$ cat config.mk
export PLATFORM = sky130hd
export DESIGN_NAME = ea_chain
export DESIGN_NICKNAME = d
export VERILOG_FILES = /design/src/rtl/ea_pkg.sv /design/src/rtl/ea_index_add.sv /design/src/rtl/ea_depth_ctr.sv /design/src/rtl/ea_chain.sv
export SDC_FILE = /design/constraint.sdc
export NUM_CORES = 1
export LEC_CHECK = 0
export ABC_AREA = 1
export CORE_UTILIZATION = 41
export DETAILED_ROUTE_END_ITERATION = 12
export PLACE_DENSITY = 0.78
export SETUP_SLACK_MARGIN = 0.15
export SYNTH_ARGS = -nofsm -noshare
export SYNTH_HDL_FRONTEND = slang
export SYNTH_SLANG_ARGS = --single-unit
$ cat constraint.sdc
create_clock -name clk -period 2.3 [get_ports clk]
set_clock_uncertainty 0.1 [all_clocks]
set_input_delay 0.46 -clock clk [delete_from_list [all_inputs] [get_ports clk]]
set_output_delay 0.46 -clock clk [all_outputs]
set_load 0.1 [all_outputs]
$ cat src/rtl/ea_pkg.sv
package ea_pkg;
    localparam int WORD_W = 36;
    localparam int ADDR_W = 18;
    localparam int SEL_W  = 4;

    typedef enum logic [2:0] {
        S_IDLE,
        S_CALC,
        S_FETCH,
        S_DONE,
        S_FAIL
    } ea_state_t;
endpackage

$ cat src/rtl/ea_index_add.sv
module ea_index_add #(
    parameter int ADDR_W = 18,
    parameter int SEL_W  = 4,
    parameter int WORD_W = 36
) (
    input  logic [ADDR_W-1:0] base_i,
    input  logic [SEL_W-1:0]  sel_i,
    input  logic [WORD_W-1:0] xval_i,
    output logic [ADDR_W-1:0] sum_o
);
    logic [ADDR_W-1:0] offset;

    always_comb begin
        offset = (sel_i == '0) ? '0 : xval_i[ADDR_W-1:0];
        sum_o  = base_i + offset;
    end
endmodule

$ cat src/rtl/ea_depth_ctr.sv
module ea_depth_ctr #(
    parameter int MAX_LEVELS = 64
) (
    input  logic clk,
    input  logic rst_n,
    input  logic clr_i,
    input  logic inc_i,
    output logic limit_o
);
    localparam int CNT_W = $clog2(MAX_LEVELS + 1);
    localparam logic [CNT_W-1:0] CNT_MAX = CNT_W'(MAX_LEVELS);

    logic [CNT_W-1:0] cnt;

    always_ff @(posedge clk or negedge rst_n) begin
        if (!rst_n)
            cnt <= '0;
        else if (clr_i)
            cnt <= '0;
        else if (inc_i && cnt != CNT_MAX)
            cnt <= cnt + 1'b1;
    end

    assign limit_o = (cnt == CNT_MAX);

    p_cnt_bound_r7: assert property (@(posedge clk) disable iff (!rst_n)
        cnt <= CNT_MAX);
    p_no_inc_at_limit_r7: assert property (@(posedge clk) disable iff (!rst_n)
        (limit_o && !clr_i) |=> limit_o);
endmodule

$ cat src/rtl/ea_chain.sv
module ea_chain
    import ea_pkg::*;
#(
    parameter int MAX_LEVELS = 64
) (
    input  logic              clk,
    input  logic              rst_n,
    input  logic              start_i,
    input  logic [WORD_W-1:0] word_i,
    output logic [SEL_W-1:0]  xsel_o,
    input  logic [WORD_W-1:0] xval_i,
    output logic              mreq_o,
    output logic [ADDR_W-1:0] maddr_o,
    input  logic              mack_i,
    input  logic [WORD_W-1:0] mdata_i,
    output logic              busy_o,
    output logic              done_o,
    output logic              err_o,
    output logic [ADDR_W-1:0] ea_o
);
    localparam int SEL_LO  = ADDR_W;
    localparam int IND_POS = ADDR_W + SEL_W;

    ea_state_t         state, nxt;
    logic [WORD_W-1:0] cur;
    logic [ADDR_W-1:0] maddr_q, ea_q, formed;
    logic              ind, limit, go_fetch, cnt_clr;

    assign ind      = cur[IND_POS];
    assign xsel_o   = cur[SEL_LO +: SEL_W];
    assign go_fetch = (state == S_CALC) && ind && !limit;
    assign cnt_clr  = (state == S_IDLE) && start_i;

    ea_index_add #(.ADDR_W(ADDR_W), .SEL_W(SEL_W), .WORD_W(WORD_W)) u_add (
        .base_i (cur[ADDR_W-1:0]),
        .sel_i  (xsel_o),
        .xval_i (xval_i),
        .sum_o  (formed)
    );

    ea_depth_ctr #(.MAX_LEVELS(MAX_LEVELS)) u_depth (
        .clk     (clk),
        .rst_n   (rst_n),
        .clr_i   (cnt_clr),
        .inc_i   (go_fetch),
        .limit_o (limit)
    );

    // State register
    always_ff @(posedge clk or negedge rst_n) begin
        if (!rst_n) state <= S_IDLE;
        else        state <= nxt;
    end

    // Datapath registers
    always_ff @(posedge clk or negedge rst_n) begin
        if (!rst_n) begin
            cur     <= '0;
            maddr_q <= '0;
            ea_q    <= '0;
        end else begin
            if (cnt_clr)
                cur <= word_i;
            if (state == S_FETCH && mack_i)
                cur <= mdata_i;
            if (go_fetch)
                maddr_q <= formed;
            if (state == S_CALC && !ind)
                ea_q <= formed;
        end
    end

    // Next-state logic
    always_comb begin
        nxt = state;
        unique case (state)
            S_IDLE:  if (start_i) nxt = S_CALC;
            S_CALC: begin
                if (!ind)       nxt = S_DONE;
                else if (limit) nxt = S_FAIL;
                else            nxt = S_FETCH;
            end
            S_FETCH: if (mack_i) nxt = S_CALC;
            S_DONE:  nxt = S_IDLE;
            S_FAIL:  nxt = S_IDLE;
            default: nxt = S_IDLE;
        endcase
    end

    // Outputs
    always_comb begin
        busy_o  = (state != S_IDLE);
        mreq_o  = (state == S_FETCH);
        done_o  = (state == S_DONE);
        err_o   = (state == S_FAIL);
        maddr_o = maddr_q;
        ea_o    = ea_q;
    end

    p_idle_quiet_r1: assert property (@(posedge clk) disable iff (!rst_n)
        !busy_o |-> (!mreq_o && !done_o && !err_o));
    p_req_hold_r4: assert property (@(posedge clk) disable iff (!rst_n)
        (mreq_o && !mack_i) |=> (mreq_o && $stable(maddr_o)));
    p_done_pulse_r8: assert property (@(posedge clk) disable iff (!rst_n)
        (done_o || err_o) |=> (!done_o && !err_o));
    p_excl_r8: assert property (@(posedge clk) disable iff (!rst_n)
        done_o |-> !err_o);
    p_fail_at_limit_r7: assert property (@(posedge clk) disable iff (!rst_n)
        $rose(err_o) |-> $past(limit));
    p_start_ignored_r9: assert property (@(posedge clk) disable iff (!rst_n)
        (state == S_FETCH && !mack_i && start_i) |=> (state == S_FETCH && $stable(cur)));
endmodule

Yosys cells after proc, flatten, opt, wreduce, memory -nomap -nowiden
Cells that the tools add are included.
- memories kept: 0
- register bits after elaboration: 69
- ROM bits: 0
- output and inout bits: 44
- bits in latches: 0
- memory bits (writable): 0
- logic and storage cells: 39
- input port bits: 112
- eq/ne operators: 8
- muxes and demuxes: 10
- shift operators: 0
- reductions and logical operators: 14
- order comparisons: 0
- bitwise gates (word level): 0
- multipliers: 0
- div/mod/pow operators: 0
- $add $sub $neg: 2
- operators by type and width (kind ; count):
    23-bit two-way mux ; 2
    18-bit adder ; 1
    18-bit two-way mux ; 1
    7-bit two-way mux ; 2
    3-bit two-way mux ; 4
    3-bit one-hot mux with 3 select lines ; 1
    7-bit by 1-bit adder with 7-bit output, second input constant ; 1
    7-bit equality test, second input constant ; 1
    7-bit inequality test, second input constant ; 1
    3-bit by 2-bit equality test with 1-bit output, second input constant ; 2
    1-bit logical AND ; 6
    4-bit zero test ; 1
    2-bit nonzero test ; 2
    3-bit by 1-bit equality test with 1-bit output, second input constant ; 1
    3-bit equality test, second input constant ; 1
    3-bit zero test ; 1
    3-bit nonzero test ; 1
    1-bit zero test ; 2
    2-bit by 1-bit inequality test with 1-bit output, second input constant ; 1
    2-bit inequality test, second input constant ; 1
    2-bit AND reduction ; 1

Logic depth before layout (Yosys ltp)
Gate-level depths: netlist of the first run.
- depth in word-level cells: 6
- gate-level depth with buffers: 18
- mapped depth without buffers: 17

Modules after synthesis
From an unflattened synthesis of the first run, not the netlist that was laid out.
- cell total of the unflattened synthesis: 648
- area total of the unflattened synthesis: 4493.1 um^2
- by module, submodules not included (module ; instances ; area an instance (um^2) ; cells each):
    ea_chain ; 1 ; 2901.5 ; 362
    ea_index_add ; 1 ; 1121.1 ; 218
    ea_depth_ctr ; 1 ; 470.5 ; 68

Worst setup path before layout of the first run
No wires, ideal clock.
- path type: reg2out
- start: reg state[0]
- end: out err_o
- path buffers: 0
- arrival time: 2.538 ns
- slack: -0.798 ns
- stages on the path, launching flop included: 2
- cells stage by stage: dfrtp_1 -> nor3_1
- cells in the longest elaborated chain, start to end: 1
- ends and longest elaborated chain (element ; line ; text):
    start, declared ; ea_chain.sv:24 ; ea_state_t state, nxt;
    start signal, assigned ; ea_chain.sv:52 ; else state <= nxt;
    3-bit equality test ; ea_chain.sv:95 ; err_o = (state == S_FAIL);
    end, declared ; ea_chain.sv:18 ; output logic err_o,
Every way passes these cells.

Worst setup path after layout of the first run
- start: reg cur[18]
- end: reg ea_q[17] (netlist: ea_o[17])
- cells in the longest elaborated chain, start to end: 3
- ends and longest elaborated chain (element ; line ; text):
    start, declared ; ea_chain.sv:25 ; logic [WORD_W-1:0] cur;
    start signal, assigned ; ea_chain.sv:63 ; cur <= word_i;
    start signal, assigned ; ea_chain.sv:65 ; cur <= mdata_i;
    4-bit zero test ; ea_index_add.sv:14 ; offset = (sel_i == '0) ? '0 : xval_i[ADDR_W-1:0];
    18-bit two-way mux ; ea_index_add.sv:14 ;
    18-bit adder ; ea_index_add.sv:15 ; sum_o = base_i + offset;
    end signal, assigned ; ea_chain.sv:69 ; ea_q <= formed;
    end, declared ; ea_chain.sv:26 ; logic [ADDR_W-1:0] maddr_q, ea_q, formed;
Every way passes these cells.
A chain may end at the register's enable or synchronous reset.

==> qor.csv, run 1 <==
stage;metric;value;unit
timing;hold_viol;0;
clocking;cts_num_sinks;69;
die;placeableCoreArea;9820;um^2
layout;final_common_cell;sky130_fd_sc_hd__nand2_1;
layout;final_util;0.665;
grt;overflow;0;
timing;max-slew-margin-rel;0.518;
logic_synthesis;muxShareOfSynthArea;0;
layout;layout_common_cells;118 x sky130_fd_sc_hd__nand2_1, 89 x sky130_fd_sc_hd__buf_4, 69 x sky130_fd_sc_hd__dfrtp_1;
worst_setup_path;worstSetupEndpointType;flop;
logic_synthesis;synth_fa_ha_area_frac;0.0617;
status;failed_checks;setup timing;
worst_setup_path;startpoint_kind_of_the_worst_setup_timing_path;flop;
grt;first_global_vias;4346;
die;start_util;0.426;
drt;drt-pass1-iter-count;4;
drt;drt_drc_violations_left;0;
die;top_level_ports;156;
clocking;cts_tree;built;
logic_synthesis;avgSynthCellArea;7.39;um^2
grt;grt_first_pass_wirelength;20000;um
worst_setup_path;worst-path-buf-inv;2;
timing;grt_setup_unrepaired;yes;
grt;grt.total_usage;0.246;
clocking;ctsRootBufferMaster;sky130_fd_sc_hd__clkbuf_8;
timing;final_max_slew_viols;0;
die;floorplan.die.height;103;um
clocking;clockBufferDepth;2;
worst_setup_path;cp_data_required_time;2450;ps
clocking;cts_hold_buf;0;
grt;number_of_antenna_violations_at_the_first_check_in_global_routing;0;
min_path;hold_path.class;in -> async;
layout;nNetsFinal;856;
run;max_cap_violations;0;
worst_setup_path;worstPathMaxFanout;8;
drt;drt_wl_total;12800;um
logic_synthesis;synth.distinct_cells;30;
clocking;cts.reportedPaths.clkPinSlew;90;ps
drt;drt_iter0_markers;202;
grt;largest_net_degree_at_the_start_of_global_routing;70;
drt;drt-wirelength-per-cell;14.9;um
clocking;worst_skew_late_latency;360;ps
timing;max_freq;416;MHz
logic_synthesis;syn_area;4180;um^2
drt;wl_met3;743;um
logic_synthesis;synthCells;566;
logic_synthesis;synth_compound_gate_area_share;0.103;
timing;period_share;1.05;
die;die_width;103;um
drt;routedLengthMet1;5530;um
worst_setup_path;cp_slowest_cell;sky130_fd_sc_hd__dfrtp_1;
logic_synthesis;yosys_warnings;0;
die;placement_rows;36;
timing;worst_slew_pin_slew;723;ps
placed_design;detailedPlacementHpwl;8480;um
clocking;cts_buffers;9;
worst_setup_path;critPathKind;reg -> reg;
drt;detail-route-antenna-nets;0;
placed_design;place_congestion;0.852;
timing;final_critical_path_setup_slack;-104;ps
logic_synthesis;synth_seq_area_share;0.413;
drt;detail_route.vias_per_cell;5.11;
worst_setup_path;arrival;2550;ps
logic_synthesis;synth-xor-area-share;0.0126;
worst_setup_path;path_common_cell;sky130_fd_sc_hd__nand2_1;
timing;min_period;2400;ps
die;die-area;10600;um^2
worst_setup_path;max_stage_delay;420;ps
layout;drive_gt1_frac;0.351;
logic_synthesis;synth_top_family_by_area;simple AND/OR/NAND/NOR gates;
logic_synthesis;postSynthNetCount;698;
status;run_status;finished, violations left;
drt;topRoutingLayerUsed;met4;
worst_setup_path;largest_delay_share_family_worst_path;simple AND/OR/NAND/NOR gates;
logic_synthesis;synth-simple-area-share;0.319;
clocking;cts_max_level;3;
placed_design;port_buffers;111;
drt;met2_wire_length;6090;um
placed_design;preCtsSetupSlack;-360;ps
layout;diodes;0;
timing;setup_tns;-629;ps
timing;final-setup-viol-count;16;
drt;num_vias;4407;
logic_synthesis;yosys_reg_bits;69;
layout;area_grow_syn2layout;56.2;%
worst_setup_path;cp_cell_sequence;nor2_4 -> nand3_4 -> inv_6 -> buf_12 -> nor2_2 -> ha_4 -> nand2_1 -> nor2_1 -> nand3_2 -> nand3_4 -> nand2_2 -> nand2_1 -> nand2_1 -> nand3_1 -> nand2_1;
cells by family (layout without fill, tap and decap cells):
family / after synthesis / count (layout)
fa+ha+maj: 20 / 20
flops: 69 / 69
compound gates: 84 / 84
buf+inv: 86 / 249
xor+xnor: 6 / 6
simple gates: 301 / 301
final timing paths:
kind                                     start                      end  slack (ps)  cells after the start
min                                      rst_n     state[1]$_DFFE_PN0P_           7                      2
max in group asynchronous                rst_n  maddr_o[12]$_DFFE_PN0P_        1790                      2
min in group clk           ea_o[0]$_DFFE_PN0P_      ea_o[0]$_DFFE_PN0P_         380                      2
max reg2reg                cur[18]$_DFFE_PN0P_     ea_o[17]$_DFFE_PN0P_        -100                     15
max                        cur[18]$_DFFE_PN0P_     ea_o[17]$_DFFE_PN0P_        -100                     15
min reg2reg                ea_o[0]$_DFFE_PN0P_      ea_o[0]$_DFFE_PN0P_         380                      2
worst register-to-register path: cells and delay by family, from the launching register on:
kind / cells / cell delay, ps
fa+ha+maj: 1 / 310
flops: 1 / 420
simple gates: 12 / 1220
buf+inv: 2 / 250
cell usage after synthesis (all sizes together):
| cell | instances | area share |
|---|---|---|
| a21oi | 18 | 0.022 |
| and2 | 2 | 0.0030 |
| buf | 19 | 0.031 |
| clkbuf | 2 | 0.0018 |
| dfrtp | 69 | 0.41 |
| fa | 1 | 0.0048 |
| ha | 19 | 0.057 |
| inv | 65 | 0.058 |
| nand2 | 157 | 0.15 |
| nand3 | 60 | 0.076 |
| nand3b | 4 | 0.0072 |
| nand4 | 4 | 0.0060 |
| nor2 | 67 | 0.067 |
| nor3 | 4 | 0.0087 |
| o21ai | 60 | 0.072 |
| o21bai | 1 | 0.0018 |
| o22ai | 5 | 0.0075 |
| or2 | 3 | 0.0045 |
| xnor2 | 2 | 0.0042 |
| xor2 | 4 | 0.0084 |
metal layers:
| metal | track usage | vias to the layer above |
|---|---|---|
| li1 | - | 2134 |
| met1 | 0.312 | 2082 |
| met2 | 0.407 | 158 |
| met3 | 0.0515 | 33 |
| met4 | 0.108 | 0 |
| met5 | 0 | - |
area by class of cell:
cell class	count	area, um^2
clock inverter	7	81.3
fill	803	3290
sequential	69	1730
inverter	65	249
timing repair buffer	168	1540
multi-input combinational	411	2650
tap	133	166
clock buffer	9	124
stage by stage:
step / hold slack (ps) / instance area, um^2 / instances
2_1_floorplan: 64.4 / 4250 / 566
3_5_place_dp: 370 / 5680 / 834
3_3_place_gp: 359 / 5680 / 834
6_report: 6.95 / 6530 / 862
5_1_grt: 13.6 / 6530 / 862
4_1_cts: 23.4 / 6320 / 861
registers in the layout, summed over array words and instances, names as in the netlist:
name and flops:
cur 23, ea_o 18, maddr_o 18, u_depth.cnt 7
state 3
timing repair:
item / 4_1_cts / 5_1_grt
resized for setup: 85 / 52
pin swaps: 19 / 24
setup endpoints to repair: 30 / 32
gates cloned: 1 / 0
setup buffers: 10 / 1
Power of run 1 is left out: the tool's default activity adds up to more than one toggle a clock period on the data nets, which glitch-free logic cannot reach.
==> run 2: changes to the inputs <==
- REMOVE_ABC_BUFFERS: not set -> 1
==> qor.csv, run 2 (synthesis results as in run 1) <==
stage;metric;value;unit;change
grt;overflow;0;;unchanged
clocking;cts.reportedPaths.clkPinSlew;80;ps;was 90 ps
die;placement_rows;36;;unchanged
timing;final_critical_path_setup_slack;-99.4;ps;was -104 ps
worst_setup_path;cp_data_required_time;2440;ps;was 2450 ps
layout;layout_common_cells;132 x sky130_fd_sc_hd__nand2_1, 90 x sky130_fd_sc_hd__buf_4, 69 x sky130_fd_sc_hd__dfrtp_1;;was 118 x sky130_fd_sc_hd__nand2_1, 89 x sky130_fd_sc_hd__buf_4, 69 x sky130_fd_sc_hd__dfrtp_1
drt;drt_iter0_markers;242;;was 202
die;top_level_ports;156;;unchanged
placed_design;place_congestion;0.895;;was 0.852
layout;final_common_cell;sky130_fd_sc_hd__nand2_1;;unchanged
clocking;cts_num_sinks;69;;unchanged
worst_setup_path;capture_instance_of_the_worst_register_to_register_path;maddr_o[14]$_DFFE_PN0P_;;was ea_o[17]$_DFFE_PN0P_
layout;largest_register_ffs;23;;unchanged
timing;grt_setup_unrepaired;yes;;unchanged
worst_setup_path;startpoint_kind_of_the_worst_setup_timing_path;flop;;unchanged
timing;worst_slew_pin_slew;714;ps;was 723 ps
layout;nNetsFinal;854;;was 856
run;max_cap_violations;0;;unchanged
drt;drt-pass1-iter-count;5;;was 4
timing;final-setup-viol-count;18;;was 16
worst_setup_path;worst_r2r_path_depth;14;;was 15
drt;drt-wirelength-per-cell;15.1;um;was 14.9 um
worst_setup_path;rr_startpoint;cur[18]$_DFFE_PN0P_;;unchanged
layout;drive_gt1_frac;0.294;;was 0.351
grt;first_global_vias;4254;;was 4346
timing;max-slew-margin-rel;0.523;;was 0.518
min_path;hold_path.class;in -> async;;unchanged
grt;grt.total_usage;0.249;;was 0.246
placed_design;detailedPlacementHpwl;8750;um;was 8480 um
timing;whs;28.8;ps;was 6.95 ps
die;die-area;10600;um^2;unchanged
clocking;cts_buffers;9;;unchanged
clocking;cts_tree;built;;unchanged
timing;min_period;2400;ps;about the same
timing;max_freq;417;MHz;was 416 MHz
clocking;cts_max_level;3;;unchanged
grt;number_of_antenna_violations_at_the_first_check_in_global_routing;0;;unchanged
die;placeableCoreArea;9820;um^2;unchanged
drt;drt_drc_violations_left;0;;unchanged
die;floorplan.die.height;103;um;unchanged
layout;diodes;0;;unchanged
drt;drt_wl_total;13000;um;was 12800 um
clocking;ctsRootBufferMaster;sky130_fd_sc_hd__clkbuf_8;;unchanged
worst_setup_path;critPathKind;reg -> reg;;unchanged
drt;detail_route.vias_per_cell;5.14;;was 5.11
status;failed_checks;setup timing;;unchanged
clocking;worst_skew_late_latency;350;ps;was 360 ps
worst_setup_path;arrival;2540;ps;was 2550 ps
worst_setup_path;worstPathMaxFanout;11;;was 8
timing;setup_tns;-677;ps;was -629 ps
placed_design;port_buffers;111;;unchanged
drt;num_vias;4421;;was 4407
clocking;clockBufferDepth;2;;unchanged
grt;largest_net_degree_at_the_start_of_global_routing;41;;was 70
status;run_status;finished, violations left;;unchanged
timing;final_max_slew_viols;0;;unchanged
drt;detail-route-antenna-nets;0;;unchanged
timing;period_share;1.04;;was 1.05
worst_setup_path;worstSetupEndpointType;flop;;unchanged
die;start_util;0.426;;unchanged
grt;grt_first_pass_wirelength;20300;um;was 20000 um
placed_design;preCtsSetupSlack;-421;ps;was -360 ps
worst_setup_path;worst_r2r_setup_slack;-100;ps;about the same
timing;hold_viol;0;;unchanged
die;die_width;103;um;unchanged
layout;area_grow_syn2layout;50.9;%;was 56.2%
layout;largest_register;cur;;unchanged
[run 2: cell types whose count changed in the layout (fill, tap and decap cells not counted), moves of 6 or more]
cell | previous run | this run
sky130_fd_sc_hd__nor2_4 | 12 | 6
sky130_fd_sc_hd__nand2_2 | 32 | 18
sky130_fd_sc_hd__nand3_2 | 17 | 9
sky130_fd_sc_hd__nand2_1 | 118 | 132
sky130_fd_sc_hd__nor2_1 | 41 | 52
sky130_fd_sc_hd__nand3_1 | 40 | 46
[run 2: worst max-delay path by stage]
| stage | endpoint | cells past startpoint | slack [ps] | startpoint |
|---|---|---|---|---|
| global placement | maddr_o[16]$_DFFE_PN0P_ | 16 | -360 | xval_i[0] |
| finish | maddr_o[14]$_DFFE_PN0P_ | 14 | -100 | cur[18]$_DFFE_PN0P_ |
| global route | maddr_o[14]$_DFFE_PN0P_ | 14 | -200 | cur[18]$_DFFE_PN0P_ |
| detailed placement | maddr_o[16]$_DFFE_PN0P_ | 16 | -420 | xval_i[0] |
| floorplan | err_o | 1 | -800 | state[0]$_DFFE_PN0P_ |
| CTS | maddr_o[15]$_DFFE_PN0P_ | 13 | 3 | cur[18]$_DFFE_PN0P_ |
[run 2: metrics by stage]
stage                     cells  utilization  cell area (um^2)
final                       860        0.642              6310
after global placement      831        0.567              5570
after CTS                   856        0.621              6090
after floorplan             545            -              4040
after global routing        860        0.642              6310
after detailed placement    831        0.567              5570
[run 2: repair_timing]
action                                  4_1_cts  5_1_grt
setup buffers                                 9        4
pin swaps                                    14       17
endpoints found under the setup margin       29       32
hold buffers                                  0        0
gates cloned                                  0        0
gates resized for setup                      71       36
endpoints found under the hold margin         0        0
[run 2: final cells by class]
class | count | area [um^2]
repair buffers | 166 | 1480
flip-flops and latches | 69 | 1730
fillers | 809 | 3510
clock inverters | 6 | 63.8
clock buffers | 10 | 128
inverters | 65 | 244
multi-input cells | 411 | 2500
well taps | 133 | 166
[run 2: per-layer routing]
metal,vias to the layer above,global-route usage,share of wire
met2,190,0.444,0.50
met5,-,0,0
met3,48,0.0400,0.056
li1,2138,-,-
met4,0,0.0867,0.034
met1,2045,0.304,0.41
[run 2: critical path, cell delays in order (launching register included)]
cell and delay [ps]:
sky130_fd_sc_hd__dfrtp_1 390, sky130_fd_sc_hd__nor2_2 130, sky130_fd_sc_hd__nand3_2 100, sky130_fd_sc_hd__inv_2 80, sky130_fd_sc_hd__buf_6 140, sky130_fd_sc_hd__nor2_1 50, sky130_fd_sc_hd__ha_1 340, sky130_fd_sc_hd__nand2_1 110
sky130_fd_sc_hd__nand2_1 130, sky130_fd_sc_hd__a21oi_2 240, sky130_fd_sc_hd__nor2_1 70, sky130_fd_sc_hd__nor2_1 130, sky130_fd_sc_hd__nand3_1 130, sky130_fd_sc_hd__nand3_1 100, sky130_fd_sc_hd__nand2_1 50
Power of run 2 is left out for the same reason.
